[src/rtl/mdio_pkg.sv]
package mdio_pkg;
  localparam int FRAME_LEN = 64;
  localparam int PRE_LEN   = 32;
  localparam int TA_POS    = 46;
  localparam int DATA_POS  = 48;
  localparam int DW        = 16;
  localparam int AW        = 5;
  localparam int IDXW      = $clog2(FRAME_LEN);
  localparam int HALFW     = 5;
  localparam int SELW      = 2;
  localparam int RAW       = 3;
  localparam int PHY_SHIFT = 8;

  typedef enum logic [RAW-1:0] {
    RA_CFG   = 3'd0,
    RA_ADDR  = 3'd1,
    RA_CMD   = 3'd2,
    RA_WDATA = 3'd3,
    RA_RDATA = 3'd4,
    RA_STAT  = 3'd5
  } reg_addr_e;

  // system clocks per MDC half period
  function automatic logic [HALFW-1:0] half_period(input logic [SELW-1:0] sel);
    case (sel)
      2'd0:    return HALFW'(2);
      2'd1:    return HALFW'(4);
      2'd2:    return HALFW'(10);
      default: return HALFW'(20);
    endcase
  endfunction
endpackage

[src/rtl/mdio_clk_gen.sv]
module mdio_clk_gen
  import mdio_pkg::*;
(
  input  logic             clk_i,
  input  logic             rst_ni,
  input  logic             clr_i,
  input  logic             en_i,
  input  logic [HALFW-1:0] half_i,
  output logic             mdc_o,
  output logic             rise_o,
  output logic             fall_o
);
  logic [HALFW-1:0] cnt_q;
  logic             mdc_q;
  logic             wrap;

  assign wrap   = en_i && !clr_i && (cnt_q == half_i - 1'b1);
  assign rise_o = wrap && !mdc_q;
  assign fall_o = wrap && mdc_q;
  assign mdc_o  = mdc_q;

  always_ff @(posedge clk_i or negedge rst_ni) begin
    if (!rst_ni) begin
      cnt_q <= '0;
      mdc_q <= 1'b0;
    end else if (clr_i || !en_i) begin
      cnt_q <= '0;
      mdc_q <= 1'b0;
    end else if (wrap) begin
      cnt_q <= '0;
      mdc_q <= ~mdc_q;
    end else begin
      cnt_q <= cnt_q + 1'b1;
    end
  end

  a_r8_phase_len: assert property (@(posedge clk_i) disable iff (!rst_ni)
    (en_i && !clr_i) |-> (cnt_q < half_i));
endmodule

[src/rtl/mdio_frame_eng.sv]
module mdio_frame_eng
  import mdio_pkg::*;
(
  input  logic          clk_i,
  input  logic          rst_ni,
  input  logic          clr_i,
  input  logic          start_i,
  input  logic          rd_i,
  input  logic [AW-1:0] phy_i,
  input  logic [AW-1:0] reg_i,
  input  logic [DW-1:0] wdata_i,
  input  logic          rise_i,
  input  logic          fall_i,
  input  logic          mdio_i,
  output logic          busy_o,
  output logic          mdio_o,
  output logic          mdio_oe_o,
  output logic          rd_done_o,
  output logic [DW-1:0] rdata_o
);
  logic                 busy_q, rd_q;
  logic [FRAME_LEN-1:0] sh_q;
  logic [IDXW-1:0]      idx_q;
  logic [DW-1:0]        cap_q;
  logic                 last_bit;

  assign last_bit  = (idx_q == IDXW'(FRAME_LEN - 1));
  assign busy_o    = busy_q;
  assign mdio_o    = busy_q ? sh_q[FRAME_LEN-1] : 1'b1;
  assign mdio_oe_o = busy_q && !(rd_q && idx_q >= IDXW'(TA_POS));
  assign rd_done_o = busy_q && rd_q && fall_i && last_bit;
  assign rdata_o   = cap_q;

  always_ff @(posedge clk_i or negedge rst_ni) begin
    if (!rst_ni) begin
      busy_q <= 1'b0;
      rd_q   <= 1'b0;
      sh_q   <= '1;
      idx_q  <= '0;
      cap_q  <= '0;
    end else if (clr_i) begin
      busy_q <= 1'b0;
      rd_q   <= 1'b0;
      idx_q  <= '0;
    end else if (!busy_q) begin
      if (start_i) begin
        busy_q <= 1'b1;
        rd_q   <= rd_i;
        idx_q  <= '0;
        sh_q   <= {{PRE_LEN{1'b1}}, 2'b01, rd_i ? 2'b10 : 2'b01, phy_i, reg_i,
                   2'b10, rd_i ? {DW{1'b0}} : wdata_i};
      end
    end else begin
      if (rise_i && rd_q && idx_q >= IDXW'(DATA_POS))
        cap_q <= {cap_q[DW-2:0], mdio_i};
      if (fall_i) begin
        if (last_bit) busy_q <= 1'b0;
        else begin
          idx_q <= idx_q + 1'b1;
          sh_q  <= {sh_q[FRAME_LEN-2:0], 1'b1};
        end
      end
    end
  end

  a_r5_no_start_when_busy: assert property (@(posedge clk_i) disable iff (!rst_ni)
    (busy_q && !clr_i && !(fall_i && last_bit)) |=> (busy_q && $stable(rd_q)));
endmodule

[src/rtl/mdio_mgmt_master.sv]
module mdio_mgmt_master
  import mdio_pkg::*;
(
  input  logic           clk_i,
  input  logic           rst_ni,
  input  logic           reg_we_i,
  input  logic [RAW-1:0] reg_addr_i,
  input  logic [DW-1:0]  reg_wdata_i,
  output logic [DW-1:0]  reg_rdata_o,
  output logic           mdc_o,
  output logic           mdio_o,
  output logic           mdio_oe_o,
  input  logic           mdio_i
);
  logic            cfg_rst_q;
  logic [SELW-1:0] sel_q;
  logic [AW-1:0]   phy_q, reg_q;
  logic            cmd_rd_q, nv_q;
  logic [DW-1:0]   wd_q, rd_q;
  logic            eng_busy, eng_done, stat_busy;
  logic [DW-1:0]   eng_rdata;
  logic            rise, fall, wr_go, rd_go, start;

  assign stat_busy = eng_busy | cfg_rst_q;
  assign wr_go = reg_we_i && (reg_addr_i == RA_WDATA) && !stat_busy;
  assign rd_go = reg_we_i && (reg_addr_i == RA_CMD) && reg_wdata_i[0] && !stat_busy;
  assign start = wr_go | rd_go;

  always_ff @(posedge clk_i or negedge rst_ni) begin
    if (!rst_ni) begin
      cfg_rst_q <= 1'b0;
      sel_q     <= '1;
      phy_q     <= '0;
      reg_q     <= '0;
      cmd_rd_q  <= 1'b0;
      nv_q      <= 1'b0;
      wd_q      <= '0;
      rd_q      <= '0;
    end else begin
      if (reg_we_i) begin
        case (reg_addr_e'(reg_addr_i))
          RA_CFG:   {sel_q, cfg_rst_q} <= reg_wdata_i[SELW:0];
          RA_ADDR: begin
            reg_q <= reg_wdata_i[AW-1:0];
            phy_q <= reg_wdata_i[PHY_SHIFT +: AW];
          end
          RA_CMD:   if (!stat_busy) cmd_rd_q <= reg_wdata_i[0];
          RA_WDATA: if (!stat_busy) wd_q <= reg_wdata_i;
          default: ;
        endcase
      end
      if (cfg_rst_q)     nv_q <= 1'b0;
      else if (rd_go)    nv_q <= 1'b1;
      else if (eng_done) nv_q <= 1'b0;
      if (eng_done) rd_q <= eng_rdata;
    end
  end

  always_comb begin
    reg_rdata_o = '0;
    case (reg_addr_e'(reg_addr_i))
      RA_CFG:   reg_rdata_o[SELW:0] = {sel_q, cfg_rst_q};
      RA_ADDR: begin
        reg_rdata_o[AW-1:0]         = reg_q;
        reg_rdata_o[PHY_SHIFT +: AW] = phy_q;
      end
      RA_CMD:   reg_rdata_o[0]   = cmd_rd_q;
      RA_WDATA: reg_rdata_o      = wd_q;
      RA_RDATA: reg_rdata_o      = rd_q;
      RA_STAT:  reg_rdata_o[1:0] = {nv_q, stat_busy};
      default: ;
    endcase
  end

  mdio_clk_gen i_clk_gen (
    .clk_i  (clk_i),
    .rst_ni (rst_ni),
    .clr_i  (cfg_rst_q),
    .en_i   (eng_busy),
    .half_i (half_period(sel_q)),
    .mdc_o  (mdc_o),
    .rise_o (rise),
    .fall_o (fall)
  );

  mdio_frame_eng i_frame_eng (
    .clk_i     (clk_i),
    .rst_ni    (rst_ni),
    .clr_i     (cfg_rst_q),
    .start_i   (start),
    .rd_i      (rd_go),
    .phy_i     (phy_q),
    .reg_i     (reg_q),
    .wdata_i   (reg_wdata_i),
    .rise_i    (rise),
    .fall_i    (fall),
    .mdio_i    (mdio_i),
    .busy_o    (eng_busy),
    .mdio_o    (mdio_o),
    .mdio_oe_o (mdio_oe_o),
    .rd_done_o (eng_done),
    .rdata_o   (eng_rdata)
  );

  a_r5_busy_on_launch: assert property (@(posedge clk_i) disable iff (!rst_ni)
    start |=> stat_busy);
  a_r6_nv_on_read: assert property (@(posedge clk_i) disable iff (!rst_ni)
    rd_go |=> nv_q);
  a_r6_nv_clear: assert property (@(posedge clk_i) disable iff (!rst_ni)
    eng_done |=> !nv_q);
  a_r7_mdio_hold: assert property (@(posedge clk_i) disable iff (!rst_ni)
    (mdc_o && $past(mdc_o)) |-> ($stable(mdio_o) && $stable(mdio_oe_o)));
  a_r9_wd_ignored: assert property (@(posedge clk_i) disable iff (!rst_ni)
    (reg_we_i && reg_addr_i == RA_WDATA && stat_busy) |=> $stable(wd_q));
  a_r10_held: assert property (@(posedge clk_i) disable iff (!rst_ni)
    (cfg_rst_q && $past(cfg_rst_q)) |-> (!mdc_o && !mdio_oe_o));
endmodule

[config.mk]
export PLATFORM = sky130hd
export DESIGN_NAME = mdio_mgmt_master
export DESIGN_NICKNAME = d
export VERILOG_FILES = /design/src/rtl/mdio_pkg.sv /design/src/rtl/mdio_clk_gen.sv /design/src/rtl/mdio_frame_eng.sv /design/src/rtl/mdio_mgmt_master.sv
export SDC_FILE = /design/constraint.sdc
export NUM_CORES = 1
export LEC_CHECK = 0
export BUFFER_PORTS_ARGS = -buffer_cell sky130_fd_sc_hd__buf_2
export CAP_MARGIN = 5
export CORE_MARGIN = 3
export CORE_UTILIZATION = 35
export DETAILED_ROUTE_END_ITERATION = 10
export SKIP_LAST_GASP = 1
export SYNTH_ARGS = -nofsm -noshare
export SYNTH_HDL_FRONTEND = slang
export SYNTH_SLANG_ARGS = --single-unit
[constraint.sdc]
create_clock -name clk_i -period 3.2 [get_ports clk_i]
set_input_delay 0.48 -clock clk_i [delete_from_list [all_inputs] [get_ports clk_i]]
set_output_delay 0.48 -clock clk_i [all_outputs]
set_load 0.005 [all_outputs]
==> results.yml, run 1 <==
run_status:
  status: "completed"
synthesis:
  synthFlopType: "dfrtp_1"
  async_flop_share_pct: 100
  synth-seq-cells: 141
  syn_inst: 511
  yosysSeqAreaShare_pct: 56.7
  netlist_area_um2: 6370
  syn_nets: 536
  synth.distinct_cells: 53
  synth_area_per_cell_um2: 12.5
  ys_warn_count: 0
  synth_edf_count: 0
placed_design:
  place.gp.congestion: 0.794
  postPlaceCellArea_um2: 6850
  portBuffers: 41
  dpl.hpwl_mm: 8.92
clocking:
  cts_tree: "yes"
  cts_buffers: 17
  clk_latency_ns: 0.42
  cts_setup_buffers: 0
  clock_path_buffers: 2
  h-tree-depth: 4
  cts-root-buf: "clkbuf_16"
  holdBufCountCts: 0
  path_clk_slew_ns: 0.06
  cts_resized: 0
  cts.sinks: 141
sta:
  finalMaxSlewViolations: 0
  setup_viol: 0
  fin_crit_ns: 2.44
  post-route-period-util_pct: 76.3
  whs_ns: 0.0638
  clock_skew_ns: 0.00668
  fin_tns_setup_ns: 0
  rsz0062_at_grt: "false"
  max_freq_ghz: 0.410
  hold_viol: 0
  max_slew_margin_pct: 37.6
  tightest_slew_ns: 0.923
routing:
  drt_pass1_iterations: 6
  wl_per_cell_um: 16.6
  num_vias: 4158
  remaining_drc_errors: 0
  drtIter0Drc: 264
  vias_per_cell: 5.24
  drt_wl_total_mm: 13.2
  final_antenna_net_count: 0
job:
  max_cap_violations: 0
power:
  switching_power_mw: 1.65
  internal_power_mw: 4.57
  power_frac_seq_pct: 45.4
  clockPowerShare_pct: 34.7
  power_mw: 6.22
  leakagePower_nw: 3.35
  p_sw_share_pct: 26.5
  irDropWorstVdd_mv: 0.482
  pwr-share-comb_pct: 19.9
  power_density_nw_per_um2: 829
grt:
  grt_overflow: 0
  grt_first_pass_wirelength_mm: 22.3
  grt_max_degree: 76
  grt_pass1_vias: 4324
  grt_usage_pct: 14.1
  antenna_found_initial: 0
setup_path:
  worstReg2RegStart: "sel_q[0]"
  critPathRequiredTime_ns: 3.50
  crit_type: "flop to flop"
  path_cells: "and3b_1 > o21ai_1 > or2_4 > or4_1 > buf_4 > mux2_4"
  slowest_stage: "dfstp_2"
  worst_ep_arrival_time_ns: 2.75
  startpoint_type: "flop"
  cp-end-kind: "flop"
  critPathLaunch: "sel_q[0]"
  cp_max_fo: 16
  slowest_delay_ns: 0.59
floorplan:
  rows: 48
  ioPinCount: 42
  fp.dieH_um: 141
  initial_utilization_pct: 36.3
  fp.dieArea_um2: 19900
  core_area_um2: 17500
  die_w_um: 141
finish:
  fill_cells: 1640
  finalCoreUtilization_pct: 42.8
  final_area_um2: 7500
  final_nets: 580
  area_growth_pct: 17.8
  diodes: 0
  drive_gt1_share_pct: 43.0
worst_hold_path:
  hp-class: "primary input to asynchronous set/reset pin"
path summary, 6_finish.rpt:
check | to | slack [ns] | cells after the start
setup / recovery | i_frame_eng.rdata_o[10] | 0.76 | 6
hold / removal | i_frame_eng.rdata_o[7] | 0.06 | 1
setup reg to reg | i_frame_eng.rdata_o[10] | 0.76 | 6
hold reg to reg | i_frame_eng.sh_q[31] | 0.47 | 2
max in group asynchronous | phy_q[3] | 2.39 | 2
min in group clk_i | i_frame_eng.rdata_o[0] | 0.30 | 2
routing by layer:
layer  track usage [%]  up-vias  share of wire [%]
li1                  -     1941                  -
met5                 0        -                  0
met1              19.5     2128                 49
met3              4.17       19                3.7
met2              21.1       70                 46
met4              4.79        0                1.4
logic make-up after synthesis:
logic type / after synthesis / synth area share, %
fa+ha+maj: 2 / 0.393
buf+inv: 41 / 3.00
compound gates: 95 / 10.8
mux: 106 / 19.0
xor+xnor: 7 / 0.962
flops: 141 / 56.7
simple gates: 119 / 9.15
through the flow:
| stage | instances | setup slack (ns) |
|---|---|---|
| global route | 793 | 0.655 |
| floorplan | 511 | 0.873 |
| CTS | 793 | 0.765 |
| finish | 793 | 0.758 |
| global placement | 761 | 0.671 |
| detailed placement | 761 | 0.635 |
sequential cells by signal, indices dropped and copies added, names as in the netlist:
signal / cells
i_frame_eng.idx_q: 6
sel_q: 2
i_frame_eng.sh_q: 64
cfg_rst_q: 1
wd_q: 16
i_clk_gen.mdc_o: 1
i_frame_eng.rd_q: 1
i_frame_eng.busy_o: 1
rd_q: 16
reg_q: 5
phy_q: 5
nv_q: 1
i_frame_eng.rdata_o: 16
i_clk_gen.cnt_q: 5
cmd_rd_q: 1
critical path: cells and delay by family, from the launching register on:
kind	cells	cell delay, ns
mux	1	0.33
buf+inv	1	0.24
compound gates	1	0.12
simple gates	3	1.03
flops	1	0.59
final cells by class:
type                            instances  area, µm²  area share [%]
Sequential cell                       141       3610            48.1
Multi-Input combinational cell        329       2570            34.3
Clock buffer                           18        439            5.85
Timing Repair Buffer                   55        342            4.55
Tap cell                              225        282            3.75
Clock inverter                         14        215            2.87
Inverter                               11       41.3           0.550
cell usage after synthesis (3+ instances only):
master	count	share of area, %
clkbuf_1	10	0.59
dfstp_2	66	27
dfrtp_1	75	29
mux2_1	6	1.1
o21ai_0	31	2.4
mux2i_1	14	2.2
nor3_1	4	0.31
nor2_1	19	1.1
nand2b_1	6	0.59
o22a_1	32	4.4
xnor2_1	4	0.55
nand2_1	54	3.2
buf_1	4	0.24
a21oi_1	3	0.24
xor2_1	3	0.41
o211ai_1	3	0.35
nor4b_1	5	0.69
buf_2	12	0.94
nand3_1	8	0.63
mux2_2	76	13
a22o_1	7	0.96
nor2b_1	4	0.39
o22ai_1	3	0.29
nor4_1	3	0.29
mux2_4	10	2.4
inv_1	11	0.65
a2bb2oi_1	3	0.41
power by group through the flow:
stage	Clock [mW]	Combinational, mW	Sequential [mW]
finish	2.16	1.24	2.82
global route	2.30	1.40	2.90
CTS	2.21	1.26	2.83
detailed placement	0	1.26	2.85
global placement	0	1.21	2.83
floorplan	0	0.968	2.75
cell usage in the layout, fill, tap and decap left out, types with 4 or more instances in the layout:
cell type	count
o21ai_0	31
buf_2	40
nand3_1	8
bufinv_16	5
mux2i_1	14
a22o_1	7
nor3_1	4
inv_1	11
nor4b_1	5
mux2_1	6
dfstp_2	66
nand2_1	54
mux2_2	76
nand2b_1	6
mux2_4	10
nor2_1	19
dfrtp_1	75
clkbuf_16	17
o22a_1	32
nor2b_1	4
buf_4	12
xnor2_1	4
No activity file was read; power rests on OpenSTA's default activity.
==> inputs of run 2 (changes only) <==
clock period = 2.6 ns   (was 3.2 ns; I/O delays follow)
==> run 2 against run 1 <==
  * Global-route usage barely moved
  * Fmax is 0.66% lower
  * The flow now finishes with violations (negative hold slack)
  * Routed wire length up 0.30%
  * Non-clock buffer count up 6
  * Sequential power grew 23%
  * Combinational power rose by 26%
  * Largest power group unchanged
  * Core utilization down 0.21 points
==> results.yml, run 2 (synthesis results as in run 1) <==
floorplan:
  core_area_um2: 17500
  initial_utilization_pct: 36.3
  die_w_um: 141
  ioPinCount: 42
  fp.dieArea_um2: 19900
  rows: 48
  fp.dieH_um: 141
routing:
  num_vias: 4098
  drt_wl_total_mm: 13.2
  vias_per_cell: 5.13
  remaining_drc_errors: 0
  wl_per_cell_um: 16.6
  drtIter0Drc: 223
  final_antenna_net_count: 0
  drt_pass1_iterations: 4
power:
  irDropWorstVdd_mv: 0.534
  leakagePower_nw: 3.34
  power_density_nw_per_um2: 995
  power_mw: 7.43
grt:
  grt_usage_pct: 14.1
  grt_overflow: 0
  grt_pass1_vias: 4316
  grt_max_degree: 78
  grt_first_pass_wirelength_mm: 22.5
  antenna_found_initial: 0
clocking:
  cts_tree: "yes"
  h-tree-depth: 4
  path_clk_slew_ns: 0.06
  cts-root-buf: "clkbuf_16"
  clock_path_buffers: 2
  clk_latency_ns: 0.41
  cts_buffers: 17
  holdBufCountCts: 0
  cts.sinks: 141
  cts_setup_buffers: 0
  cts_resized: 0
setup_path:
  slowest_stage: "dfstp_2"
  critPathRequiredTime_ns: 2.90
  critPathLaunch: "sel_q[1]"
  cp_num_buf_inv: 1
  slowest_delay_ns: 0.60
  startpoint_type: "flop"
  worst_ep_arrival_time_ns: 2.76
  path_cells: "and4b_1 > nor3_1 > or2_4 > or4_1 > buf_4 > mux2_4"
  cp-end-kind: "flop"
  cp_top_family: "simple AND/OR/NAND/NOR gates"
  cp_max_fo: 16
  crit_type: "flop to flop"
  worstReg2RegStart: "sel_q[1]"
run_status:
  status: "complete, but fails checks"
  violations: "negative hold slack"
sta:
  fin_tns_setup_ns: 0
  tightest_slew_ns: 0.862
  clock_skew_ns: 0.00728
  hold_viol: 10
  max_freq_ghz: 0.407
  fin_ws_ns: 0.142
  post-route-period-util_pct: 94.5
  whs_ns: -0.0193
  max_slew_margin_pct: 41.8
  rsz0062_at_grt: "false"
  fin_crit_ns: 2.46
  setup_viol: 0
  finalMaxSlewViolations: 0
placed_design:
  place.gp.congestion: 0.832
  dpl.hpwl_mm: 8.98
  portBuffers: 41
  post-place-ws_ns: 0.152
  dp_cells: 767
finish:
  largest_reg_flops: 64
  fill_cells: 1654
  final_cells: 799
  final_nets: 586
  final_common_cell: "mux2_2"
  finalCoreUtilization_pct: 42.6
  top_register: "i_frame_eng.sh_q"
  diodes: 0
  layout_common_cells: "76 x mux2_2, 75 x dfrtp_1, 66 x dfstp_2, 54 x nand2_1, 40 x buf_2"
  drive_gt1_share_pct: 43.6
  area_growth_pct: 17.2
job:
  max_cap_violations: 0
worst_hold_path:
  hp-class: "primary input to asynchronous set/reset pin"
-- run 2: cell types whose count changed in the layout (fill, tap and decap cells not counted), sizes merged --
cell / before / now
inv: 13 / 16
buf: 55 / 61
bufinv: 5 / 2
clkinv: 5 / 6
clkbuf: 18 / 17
-- run 2: report_power, final --
group	total (mW)	switching [mW]	internal, mW
clock	2.40	0.971	1.43
sequential	3.47	0.366	3.11
combinational	1.56	0.754	0.808
-- run 2: cell type report --
cell class | count | area [µm²] | share of cell area [%]
multi-input combinational | 329 | 2570 | 34.5
inverter | 11 | 41.3 | 0.553
tap | 225 | 282 | 3.77
sequential | 141 | 3610 | 48.3
timing repair buffer | 61 | 374 | 5.01
clock inverter | 15 | 160 | 2.14
clock buffer | 17 | 425 | 5.70
-- run 2: final timing paths --
path                                           end  slack, ns  cells past startpoint
max                        i_frame_eng.rdata_o[11]       0.14                      6
min                                       rd_q[12]      -0.02                      1
max reg2reg                i_frame_eng.rdata_o[11]       0.14                      6
min reg2reg                   i_frame_eng.sh_q[16]       0.48                      1
max in group asynchronous      i_frame_eng.sh_q[0]       1.78                      2
min in group clk_i                         wd_q[7]       0.23                      2
-- run 2: worst register-to-register path: stages (launching register included) --
cell and delay (ns):
dfstp_2 0.60, and4b_1 0.24, nor3_1 0.09, or2_4 0.27
or4_1 0.56, buf_4 0.26, mux2_4 0.34
-- run 2: metal layers --
metal  global-route usage (%)  part of all wire, %
met1                     19.2                   47
met3                     3.90                  3.9
met5                        0                    0
met4                     3.06                 0.74
met2                     22.5                   48
-- run 2: through the flow --
stage,hold slack (ns),area [µm²]
global placement,0.434,6880
floorplan,0.0944,6370
global route,0.0190,7470
CTS,0.00169,7470
finish,-0.0193,7470
detailed placement,0.460,6880
==> inputs of run 3 (changes only) <==
CELL_PAD_IN_SITES_DETAIL_PLACEMENT = 0   (was unset)
CELL_PAD_IN_SITES_GLOBAL_PLACEMENT = 1   (was unset)
CTS_BUF_LIST = sky130_fd_sc_hd__clkbuf_4 sky130_fd_sc_hd__clkbuf_8   (was unset)
PLACE_DENSITY = 0.6   (was unset)
==> run 3 against run 2 <==
  * Sequential cell count unchanged
  * Die area unchanged
  * Non-clock buffer count increased by 2
  * The run now ends clean
  * First-iteration DRC count decreased by 25%
  * Largest power group unchanged
==> results.yml, run 3 (synthesis results as in run 1) <==
setup_path:
  cp_max_fo: 16
  path_cells: "and3b_1 > nor3_1 > or2_4 > or4_1 > buf_4 > mux2_4"
  critPathRequiredTime_ns: 2.94
  r2r_end: "i_frame_eng.rdata_o[10]"
  worst_ep_arrival_time_ns: 2.77
  crit_type: "flop to flop"
  worstReg2RegStart: "sel_q[1]"
  cp-end-kind: "flop"
  startpoint_type: "flop"
  slowest_delay_ns: 0.63
  r2r_cells: 6
  slowest_stage: "dfstp_2"
  r2r_slack_ns: 0.16
clocking:
  clock_path_buffers: 2
  clk_latency_ns: 0.44
  cts_buffers: 17
  cts.sinks: 141
  cts-root-buf: "clkbuf_8"
  cts_setup_buffers: 0
  cts_tree: "yes"
  h-tree-depth: 4
  path_clk_slew_ns: 0.09
sta:
  max_slew_margin_pct: 54.1
  clock_skew_ns: 0.0118
  hold_viol: 0
  tightest_slew_ns: 0.680
  finalMaxSlewViolations: 0
  setup_viol: 0
  fin_tns_setup_ns: 0
  max_freq_ghz: 0.410
  post-route-period-util_pct: 93.8
  rsz0062_at_grt: "false"
  fin_crit_ns: 2.44
routing:
  drt_pass1_iterations: 4
  final_antenna_net_count: 0
  drt_wl_total_mm: 13.9
  vias_per_cell: 5.04
  wl_per_cell_um: 17.4
  num_vias: 4035
  drtIter0Drc: 168
  remaining_drc_errors: 0
floorplan:
  fp.dieArea_um2: 19900
  core_area_um2: 17500
  die_w_um: 141
  ioPinCount: 42
  fp.dieH_um: 141
  rows: 48
  initial_utilization_pct: 36.3
grt:
  grt_overflow: 0
  antenna_found_initial: 0
  grt_max_degree: 63
  grt_first_pass_wirelength_mm: 23.0
  grt_pass1_vias: 4194
  grt_usage_pct: 14.8
worst_hold_path:
  hp-class: "primary input to flop"
  min_path_cells: 2
  worst_hold_path.endpoint: "i_frame_eng.rdata_o[0]"
  min_from: "mdio_i"
run_status:
  status: "completed"
power:
  leakagePower_nw: 3.27
  power_density_nw_per_um2: 936
  power_mw: 6.85
  irDropWorstVdd_mv: 0.393
placed_design:
  dpl.hpwl_mm: 9.34
  place.gp.congestion: 0.792
  portBuffers: 41
  postPlaceCellArea_um2: 6900
finish:
  diodes: 0
  area_growth_pct: 14.8
  drive_gt1_share_pct: 43.6
  top_register: "i_frame_eng.sh_q"
  layout_common_cells: "76 x mux2_2, 75 x dfrtp_1, 66 x dfstp_2, 54 x nand2_1, 40 x buf_2"
  final_common_cell: "mux2_2"
  final_area_um2: 7320
  final_nets: 588
  largest_reg_flops: 64
job:
  max_cap_violations: 0
[run 3: how the worst max path moves through the flow]
stage,start,endpoint,slack (ns)
after global placement,sel_q[1],i_frame_eng.rdata_o[7],0.19
after CTS,i_frame_eng.busy_o,reg_rdata_o[0],0.06
after detailed placement,sel_q[1],i_frame_eng.rdata_o[8],0.20
after global routing,sel_q[1],i_frame_eng.rdata_o[14],0.05
final,sel_q[1],i_frame_eng.rdata_o[10],0.16
after floorplan,sel_q[1],i_frame_eng.rdata_o[10],0.31
[run 3: power by group]
part,internal (mW),switching [mW],leakage (nW)
clock,0.893,0.904,0.197
sequential,3.10,0.375,1.70
combinational,0.819,0.755,1.38
total,4.81,2.03,3.27
[run 3: repair_timing]
| action | in CTS | in global routing |
|---|---|---|
| endpoints found under the setup margin | 0 | 1 |
| hold buffers | 1 | 0 |
| hold endpoints to repair | 33 | 0 |
| resized for setup | 0 | 1 |
[run 3: per-layer routing]
metal,GRT usage (%),vias up,wire [µm]
li1,-,1949,-
met1,20.5,2024,6880
met2,22.8,56,6450
met3,4.10,6,454
met4,4.49,0,116
met5,0,-,0
[run 3: stage by stage]
stage | std cells | hold WS (ns) | setup slack, ns | util [%]
after floorplan | 511 | 0.0944 | 0.308 | -
after global placement | 768 | 0.406 | 0.191 | 39.4
after detailed placement | 768 | 0.407 | 0.196 | 39.4
after CTS | 801 | 0.130 | 0.0597 | 41.7
after global routing | 801 | 0.143 | 0.0454 | 41.7
final | 801 | 0.171 | 0.161 | 41.7
[run 3: layout make-up]
type	instances	area [µm²]
repair buffers	63	408
multi-input cells	329	2570
inverters	11	41.3
clock buffers	18	248
clock inverters	14	154
flip-flops and latches	141	3610
well taps	225	282
fillers	1701	10200
[run 3: worst max-delay path, delay by kind of cell, from the launching register on]
kind,cells,cell delay [ns]
simple gates,4,1.13
flops,1,0.63
mux,1,0.32
buf+inv,1,0.25
